--- src/rtl/fwchk_pkg.sv ---
package fwchk_pkg;

    localparam int OFF_W      = 32;
    localparam int FLD_W      = 24;
    localparam int PRI_SHIFT  = 12;
    localparam int PRI_LOC    = 8;
    localparam int HDR_BASE   = 'h300;
    localparam int HDR_PAD    = 4;
    localparam int FLD_BYTES  = 3;
    localparam int HDR_FIELDS = 4;
    localparam int HDR_BYTES  = HDR_PAD + FLD_BYTES * HDR_FIELDS;
    localparam int FETCH_N    = 2 + FLD_BYTES * HDR_FIELDS;
    localparam int HDR_W      = 8 * FLD_BYTES * HDR_FIELDS;

    localparam logic [15:0] CRC_POLY = 16'h1021;
    localparam logic [15:0] CRC_INIT = 16'h0000;

    typedef enum logic [2:0] {
        ERR_NONE  = 3'd0,
        ERR_CRC   = 3'd1,
        ERR_HDR   = 3'd2,
        ERR_ALIGN = 3'd3,
        ERR_RANGE = 3'd4
    } fw_err_e;

    typedef enum logic [2:0] {
        ST_IDLE,
        ST_LOAD,
        ST_CRC,
        ST_ISSUE,
        ST_TAKE,
        ST_HDR,
        ST_SECT,
        ST_DONE
    } fw_state_e;

    typedef struct packed {
        logic [FLD_W-1:0] data_size;
        logic [FLD_W-1:0] data_off;
        logic [FLD_W-1:0] code_size;
        logic [FLD_W-1:0] code_off;
    } sec_hdr_t;

    typedef struct packed {
        fw_err_e          err;
        logic [OFF_W-1:0] code_off;
        logic [FLD_W-1:0] code_size;
        logic [OFF_W-1:0] data_off;
        logic [FLD_W-1:0] data_size;
    } fw_result_t;

    function automatic logic [15:0] crc16_step(input logic [15:0] c, input logic [7:0] b);
        logic [15:0] r;
        r = c ^ {b, 8'h00};
        for (int i = 0; i < 8; i++) begin
            r = r[15] ? ((r << 1) ^ CRC_POLY) : (r << 1);
        end
        return r;
    endfunction

    // true when the span [off, off+n) lies inside an image of lim bytes
    function automatic logic span_fits(input logic [OFF_W-1:0] off,
                                       input logic [OFF_W-1:0] n,
                                       input logic [OFF_W-1:0] lim);
        logic [OFF_W:0] s;
        s = {1'b0, off} + {1'b0, n};
        return s <= {1'b0, lim};
    endfunction

    function automatic fw_result_t resolve(input sec_hdr_t h,
                                           input logic [OFF_W-1:0] base,
                                           input logic [OFF_W-1:0] lim);
        fw_result_t r;
        logic [OFF_W-1:0] co, cs, dof, ds;
        co  = OFF_W'(h.code_off) + base;
        cs  = OFF_W'(h.code_size);
        dof = OFF_W'(h.data_off) + base;
        ds  = OFF_W'(h.data_size);
        r = '0;
        if (cs[1:0] != 2'b00)            r.err = ERR_ALIGN;
        else if (!span_fits(co, cs, lim)) r.err = ERR_RANGE;
        else if (ds[1:0] != 2'b00)       r.err = ERR_ALIGN;
        else if (!span_fits(dof, ds, lim)) r.err = ERR_RANGE;
        else begin
            r.err       = ERR_NONE;
            r.code_off  = co;
            r.code_size = h.code_size;
            r.data_off  = dof;
            r.data_size = h.data_size;
        end
        return r;
    endfunction

endpackage

--- src/rtl/fwchk_ctrl.sv ---
module fwchk_ctrl
    import fwchk_pkg::*;
#(
    parameter int ADDR_W = 10,
    parameter int LEN_W  = ADDR_W + 1
) (
    input  logic              clk,
    input  logic              rst,
    input  logic              start,
    input  logic [LEN_W-1:0]  img_len,
    input  logic              in_valid,
    input  logic [7:0]        in_data,
    output logic              in_ready,
    output logic              ram_we,
    output logic [ADDR_W-1:0] ram_waddr,
    output logic [ADDR_W-1:0] ram_raddr,
    input  logic [7:0]        ram_rdata,
    output logic              crc_clr,
    output logic              crc_en,
    input  logic [15:0]       crc_val,
    output logic              done,
    output logic              pass,
    output fw_result_t        result
);
    fw_state_e        state_q;
    logic [LEN_W-1:0] len_q;
    logic [LEN_W-1:0] cnt_q;
    logic [3:0]       rd_cnt_q;
    logic [15:0]      trl_q;
    logic [15:0]      base_sr_q;
    logic [HDR_W-1:0] hdr_sr_q;
    logic [OFF_W-1:0] base_q;
    logic [OFF_W-1:0] base_now;
    logic [OFF_W-1:0] lim;
    logic             accept;
    fw_result_t       sect_res;

    assign in_ready  = (state_q == ST_LOAD);
    assign accept    = in_ready && in_valid;
    assign ram_we    = accept;
    assign ram_waddr = cnt_q[ADDR_W-1:0];
    assign crc_clr   = (state_q == ST_IDLE) && start;
    assign crc_en    = accept && (cnt_q < (len_q - LEN_W'(2)));
    assign done      = (state_q == ST_DONE);
    assign lim       = OFF_W'(len_q);
    assign base_now  = OFF_W'(base_sr_q) << PRI_SHIFT;
    assign sect_res  = resolve(sec_hdr_t'(hdr_sr_q), base_q, lim);

    // read address: base word bytes first, then the header fields past the pad
    always_comb begin
        if (rd_cnt_q < 4'd2)
            ram_raddr = ADDR_W'(PRI_LOC) + ADDR_W'(rd_cnt_q);
        else
            ram_raddr = base_q[ADDR_W-1:0] + ADDR_W'(HDR_BASE + HDR_PAD)
                      + ADDR_W'(rd_cnt_q) - ADDR_W'(2);
    end

    always_ff @(posedge clk) begin
        if (rst) begin
            state_q   <= ST_IDLE;
            len_q     <= '0;
            cnt_q     <= '0;
            rd_cnt_q  <= '0;
            trl_q     <= '0;
            base_sr_q <= '0;
            hdr_sr_q  <= '0;
            base_q    <= '0;
            pass      <= 1'b0;
            result    <= '0;
        end else begin
            case (state_q)
                ST_IDLE: begin
                    if (start) begin
                        len_q  <= img_len;
                        cnt_q  <= '0;
                        pass   <= 1'b0;
                        result <= '0;
                        if (img_len < LEN_W'(2)) begin
                            result.err <= ERR_HDR;
                            state_q    <= ST_DONE;
                        end else begin
                            state_q <= ST_LOAD;
                        end
                    end
                end
                ST_LOAD: begin
                    if (in_valid) begin
                        cnt_q <= cnt_q + LEN_W'(1);
                        if (cnt_q == len_q - LEN_W'(2)) trl_q[15:8] <= in_data;
                        if (cnt_q == len_q - LEN_W'(1)) begin
                            trl_q[7:0] <= in_data;
                            state_q    <= ST_CRC;
                        end
                    end
                end
                ST_CRC: begin
                    rd_cnt_q <= '0;
                    if (crc_val != trl_q) begin
                        result.err <= ERR_CRC;
                        state_q    <= ST_DONE;
                    end else if (!span_fits(OFF_W'(PRI_LOC), OFF_W'(2), lim)) begin
                        result.err <= ERR_HDR;
                        state_q    <= ST_DONE;
                    end else begin
                        state_q <= ST_ISSUE;
                    end
                end
                ST_ISSUE: state_q <= ST_TAKE;
                ST_TAKE: begin
                    if (rd_cnt_q < 4'd2) base_sr_q <= {ram_rdata, base_sr_q[15:8]};
                    else                 hdr_sr_q  <= {ram_rdata, hdr_sr_q[HDR_W-1:8]};
                    if (rd_cnt_q == 4'd1) begin
                        state_q <= ST_HDR;
                    end else if (rd_cnt_q == 4'(FETCH_N - 1)) begin
                        state_q <= ST_SECT;
                    end else begin
                        rd_cnt_q <= rd_cnt_q + 4'd1;
                        state_q  <= ST_ISSUE;
                    end
                end
                ST_HDR: begin
                    base_q <= base_now;
                    if (!span_fits(base_now + OFF_W'(HDR_BASE), OFF_W'(HDR_BYTES), lim)) begin
                        result.err <= ERR_HDR;
                        state_q    <= ST_DONE;
                    end else begin
                        rd_cnt_q <= 4'd2;
                        state_q  <= ST_ISSUE;
                    end
                end
                ST_SECT: begin
                    result  <= sect_res;
                    pass    <= (sect_res.err == ERR_NONE);
                    state_q <= ST_DONE;
                end
                default: state_q <= ST_IDLE;
            endcase
        end
    end
endmodule

--- config.mk ---
export PLATFORM = sky130hd
export DESIGN_NAME = fwchk_ctrl
export DESIGN_NICKNAME = d
export VERILOG_FILES = /design/src/rtl/fwchk_pkg.sv /design/src/rtl/fwchk_ctrl.sv
export SDC_FILE = /design/constraint.sdc
export NUM_CORES = 1
export LEC_CHECK = 0
export ABC_AREA = 1
export BUFFER_PORTS_ARGS = -buffer_cell sky130_fd_sc_hd__buf_2
export CORE_UTILIZATION = 60
export CTS_CLUSTER_SIZE = 10
export DETAILED_ROUTE_END_ITERATION = 8
export PLACE_DENSITY = 0.88
export SETUP_SLACK_MARGIN = 0.02
export SLEW_MARGIN = 20
export SYNTH_ARGS = -nofsm -noshare
export SYNTH_HDL_FRONTEND = slang
export SYNTH_SLANG_ARGS = --single-unit
export TNS_END_PERCENT = 100
--- constraint.sdc ---
create_clock -name clk -period 4.6 [get_ports clk]
set_input_delay 0.92 -clock clk [delete_from_list [all_inputs] [get_ports clk]]
set_output_delay 0.92 -clock clk [all_outputs]
set_load 0.02 [all_outputs]
Yosys cells after proc, flatten, opt, wreduce, memory -nomap -nowiden
Cells that the tools add are included.
W data, S select, Z words.
- bits in registers: 289
- bits of input ports: 47
- output and inout port bits: 141
- logic and storage cells: 112
- add/subtract/negate cells: 13
- magnitude comparators: 7
- equality and inequality tests: 20
- mux-type cells: 35
- bitwise gates (word level): 1
- reductions and logical operators: 21
- operator list (cell ; count):
    $mux W109 ; 4
    $pmux W112 S2 ; 1
    $mux W115 ; 1
    $le A30 B11 Y1 ; 3
    $add A29 B24 Y30 ; 2
    $add A24 B28 Y29 ; 2
    $mux W3 ; 16
    $add A29 B5 Y30 const B ; 1
    $add A28 B10 Y29 const B ; 1
    $eq A11 B11 Y1 ; 2
    $mux W11 ; 2
    $pmux W11 S2 ; 1
    $pmux W3 S7 ; 1
    $ne A16 B16 Y1 ; 1
    $eq A3 B3 Y1 const B ; 4
    $mux W4 ; 3
    $ne A2 B2 Y1 const B ; 6
    $pmux W3 S4 ; 1
    $pmux W4 S3 ; 1
    $reduce_and A3 Y1 ; 4
    $add A11 B1 Y11 const B ; 1
    $le A4 B11 Y1 const A ; 1
    $lt A11 B11 Y1 ; 1
    $lt A11 B2 Y1 const B ; 1
    25 further kinds ; 36

Depth between registers and ports, before layout
- word-level depth: 9
- depth in mapped cells: 27

Worst setup path before layout
Ideal clock, no wire load.
- path type: register to register
- from: register hdr_sr_q[12]
- to: register result[60] in the netlist's numbering
- data arrival time: 3.564 ns
- required time: 4.530 ns
- path slack: 0.965 ns
- stages on the path, launching flop included: 25
- period minus slack after synthesis: 3.635 ns
- cell sequence: dfxtp_1 > ha_1 > inv_1 > fa_1 > nand3b_1 > nand3_1 > a21oi_1 > o21ai_0 > xor2_1 > ha_1 > nand2_1 > nor3_1 > nand3_1 > nand3_1 > nand3_1 > nand2_1 > nand2_1 > xor2_1 > nor2_1 > and2_1 > buf_4 > buf_12 > buf_8 > nand4_1 > a21oi_1
- longest elaborated chain between the ends: 6
- RTL lines (element ; RTL line ; RTL):
    from (decl) ; fwchk_ctrl.sv:31 ; logic [HDR_W-1:0] hdr_sr_q;
    from (signal assigned) ; fwchk_ctrl.sv:111 ; else hdr_sr_q <= {ram_rdata, hdr_sr_q[HDR_W-1:8]};
    $add A24 B28 Y29 ; fwchk_pkg.sv:75 ; co = OFF_W'(h.code_off) + base;
    $add A29 B24 Y30 ; fwchk_pkg.sv:66 ; s = {1'b0, off} + {1'b0, n};
    $le A30 B11 Y1 ; fwchk_pkg.sv:67 ; return s <= {1'b0, lim};
    $mux W109 ; fwchk_pkg.sv:81 ; else if (!span_fits(co, cs, lim)) r.err = ERR_RANGE;
    $mux W109 ; fwchk_pkg.sv:80 ; if (cs[1:0] != 2'b00) r.err = ERR_ALIGN;
    $pmux W112 S2 ; fwchk_ctrl.sv:71 ; case (state_q)
    to (signal assigned) ; fwchk_ctrl.sv:132 ; result <= sect_res;
    to (decl) ; fwchk_ctrl.sv:23 ; output fw_result_t result
No other way between the ends.
A chain may end at the register's enable or synchronous reset.

Worst setup path in the final report
- from: register base_q[12]
- to: register result[82] in the netlist's numbering
- longest elaborated chain between the ends: 8
- elaborated cells on any way between the ends: 11
- classes of those cells: add/sub: 4; order compare: 2; mux: 5
- RTL lines (element ; RTL line ; RTL):
    from (decl) ; fwchk_ctrl.sv:32 ; logic [OFF_W-1:0] base_q;
    from (signal assigned) ; fwchk_ctrl.sv:122 ; base_q <= base_now;
    $add A24 B28 Y29 ; fwchk_pkg.sv:77 ; dof = OFF_W'(h.data_off) + base;
    $add A29 B24 Y30 ; fwchk_pkg.sv:66 ;
    $le A30 B11 Y1 ; fwchk_pkg.sv:67 ;
    $mux W109 ; fwchk_pkg.sv:83 ; else if (!span_fits(dof, ds, lim)) r.err = ERR_RANGE;
    $mux W109 ; fwchk_pkg.sv:82 ; else if (ds[1:0] != 2'b00) r.err = ERR_ALIGN;
    $mux W109 * ; fwchk_pkg.sv:81 ;
    $mux W109 * ; fwchk_pkg.sv:80 ;
    $pmux W112 S2 * ; fwchk_ctrl.sv:71 ;
Mark *: on every way between the ends. The rest lies on a longest branch, timed or not.

==> metrics.md <==
| Metric | Value |
|---|---|
| Status | completed |
| Root buffer cell | clkbuf_16 |
| Sequential share of power | 0.391 |
| RD Place Congestion | about 1 |
| FF+latch count, synth | between 200 and 300 |
| Worst endpoint data arrival time | between 4000 and 5000 ps |
| Psw | 2195 uW |
| Area grow syn2layout | 12.20% |
| Int Pwr | approximately 4400 uW |
| Worst clock skew | roughly 26 ps |
| Synth Instances | 2417 |
| FF-to-FF Start | base_q[12] |
| DR vias | around 17000 |
| Post-synth EDFFs | 0 |
| Multi-input gate area | about 9700 um2 |
| Area leader, netlist | dfxtp_1 |
| CTS tree | yes |
| Hold violation count in the final report | 0 |
| Die ar. | around 29000 um2 |
| Avg Cell Area, Syn | ~6.9 um2 |
| Share of cells above drive strength 1 | 0.1108 |
| Synth area leaders | dfxtp_1, nand2_1, ha_1 |
| Leak Pwr | between 0.009 and 0.01 uW |
| Initial Util | 0.6166 |
| Die X | 168.9 um |
| Register area share after synthesis | 0.3390 |
| Initial antenna violation count | 0 |
| Buffers added on ports | 178 |
| Avg WL per Cell | about 19 um |
| Sink Count | around 280 |
| HP Class | flip-flop to flip-flop |
| Clk pwr share | 0.377 |
| Critical path capture point type | flip-flop |
| DR DRC count | 0 |
| Setup TNS | 0 ps |
| Commonest cells in the netlist | nand2_1, nor2_1, dfxtp_1, a21oi_1, o21ai_0 |
| Die height | 168.9 um |
| Setup violations, final | 0 |
| Most used flip-flop cell after synthesis | dfxtp_1 |
| Maximum clock path buffer count | 3 |
| Slew headroom | 0.2983 |
| Unrepaired setup endpoints after global routing | no |
| Setup slack after layout | approximately 230 ps |
| CP required | slightly above 5000 ps |
| First-pass GRT wire length | 82.41 mm |
| Number of global-route vias before repair | 16080 |
| Async SR Flop Fraction | 0 |
| Synth Cell Area | around 17000 um2 |
| Vias per cell | slightly below 6 |
| Yosys cell types | 50 |
| HPWL after DPL | a little under 40 mm |
| CP Launch Point | base_q[12] |
| Core Rows | 60 |
| Reg clk slew, reported paths | approximately 60 ps |
| Most common cell in the netlist | nand2_1 |
| Grt ovf | 0 |
| Num CTS Buffers | 35 |
| Setup WS pre-CTS | a little under 200 ps |
| Reg2Reg Depth | 21 |
| Post-layout net count | 2707 |
| Final max-slew violation count | 0 |
| DRT antenna net count | 0 |
| Worst r2r dst | result[82] |
| Maximum clock rate | 0.2288 GHz |
| Internal reg-to-reg setup slack | 230 ps |
| IO Pins | 188 |
| Maximum capacitance violations | 0 |
| Post-layout min period | about 4400 ps |
| Latest clock arrival within the worst-skew pair | roughly 530 ps |
| CP Class | flip-flop to flip-flop |
| Worst IR drop on VDD | between 300 and 400 uV |
| Comb power frac | 0.232 |
| PwrDens | roughly 350 nW/um2 |
| GRT Util Overall | 0.3634 |
| Largest net degree at the start of global routing | 97 |
| Final hold slack | between 400 and 500 ps |
| Sw Share | 0.3325 |
| Storage cell area | roughly 5700 um2 |
| Synth warn | 0 |
| Critical Path Sink | result[82] |
| Critical path fanouts, max | between 50 and 60 |
| Post-Route WL | roughly 54 mm |
| Final period util | 0.9503 |
| CP startpoint kind | flip-flop |
| DRT Pass-1 Iters | 6 |
| FILL cells | 2234 |
| Top-area cell type share of the netlist area | 0.3390 |
| Slew of the pin with the lowest slew margin | between 1000 and 1500 ps |
| H-tree Lvls | 2 |
| Antenna cell count | 0 |
| Core area | 27100 um2 |
| Detailed router's first-iteration violation count | ~1700 |
-- final cells by class --
type | count | area share
Timing Repair Buffer | 204 | 0.06206
Clock inverter | 4 | 0.003337
Inverter | 194 | 0.03891
Sequential cell | 283 | 0.3022
Tap cell | 372 | 0.02482
Multi-Input combinational cell | 1824 | 0.5186
Clock buffer | 44 | 0.05012
-- layout by cell type (no fill, tap or decap), types with 4 or more instances in the layout --
cell | Yosys | routed
xor2_1 | 62 | 60
buf_4 | 30 | 21
nand3_1 | 87 | 87
a31oi_1 | 4 | 4
fa_1 | 4 | 4
o21ai_1 | 5 | 6
ha_1 | 114 | 114
buf_2 | 7 | 177
nor3_1 | 20 | 19
nand4_1 | 124 | 124
inv_1 | 187 | 186
nor2_2 | 7 | 6
inv_2 | 5 | 6
nand2_1 | 463 | 463
a21o_1 | 5 | 5
clkbuf_16 | 0 | 37
nor3_2 | 3 | 4
dfxtp_1 | 283 | 283
clkbuf_1 | 76 | 6
xnor2_1 | 26 | 26
o2111ai_1 | 4 | 4
nand3b_1 | 10 | 10
conb_1 | 1 | 9
a21oi_1 | 248 | 248
nor4_1 | 8 | 6
o21ai_0 | 219 | 218
nor2_1 | 365 | 364
-- registers in the layout, summed over array words and instances, names as in the netlist --
name / flops
base_sr_q: 16
trl_q: 16
cnt_q: 11
rd_cnt_q: 4
result: 109
base_q: 16
pass: 1
len_q: 11
state_q: 3
hdr_sr_q: 96
-- metal layers --
metal	part of all wire	GRT usage	wire (um)
met1	0.39	0.4500	21430
met2	0.46	0.6073	25220
met3	0.080	0.05167	4331
met4	0.061	0.2043	3330
met5	0	0	0
-- timing repair --
| action | CTS | global route |
|---|---|---|
| setup endpoints to repair | 0 | 94 |
| setup buffers | 0 | 1 |
| hold buffers | 0 | 0 |
| resized for setup | 0 | 6 |
-- per-stage QoR --
step | area (um2) | util | std cells | power [uW]
finish | 18750 | 0.6918 | 2925 | 6603
global route | 18750 | 0.6918 | 2925 | 6792
CTS | 18640 | 0.6878 | 2920 | 6360
detailed placement | 17640 | 0.6508 | 2872 | 3906
global placement | 17640 | 0.6508 | 2872 | 3879
floorplan | 16740 | - | 2425 | 3682
-- critical path, stage by stage, from the launching register on --
cell and delay [ps]:
dfxtp_1 340, ha_1 230, fa_1 420, nand3_1 110
nand2_1 130, nand2_1 90, nand2_1 100, xor2_2 210
ha_1 430, nand2_1 170, nor3_1 350, nand4_1 230
nand3_1 150, nand2_1 50, nand2_1 70, nand3b_1 120
nor2_1 100, nand3_1 120, nor2_4 170, buf_12 260
nand4_1 170, a21oi_1 180
-- cells by family (layout without fill, tap and decap cells) --
group           count (synthesis)  count (layout)  share of synthesized area
simple gates                 1105            1105                     0.2843
compound gates                504             504                     0.1564
buf+inv                       318             446                    0.08371
flops                         283             283                     0.3390
fa+ha+maj                     118             118                    0.09015
xor+xnor                       88              88                    0.04613
other cells                     1               9                  0.0002244
-- power by group through the flow --
stage               Sequential [uW]  Clock [uW]  Combinational (uW)
floorplan                      2640           0                1050
global placement               2630           0                1250
detailed placement             2630           0                1270
CTS                            2580        2500                1280
global route                   2590        2590                1620
finish                         2580        2490                1530
-- worst min path at each step --
stage,start,end,cells past startpoint
floorplan,base_sr_q[15],base_q[27],2
detailed placement,result[108],result[108],2
CTS,result[108],result[108],2
global placement,result[48],result[48],2
finish,result[108],result[108],2
global route,result[108],result[108],2
Note: power is estimated with default switching activity, not from simulation.
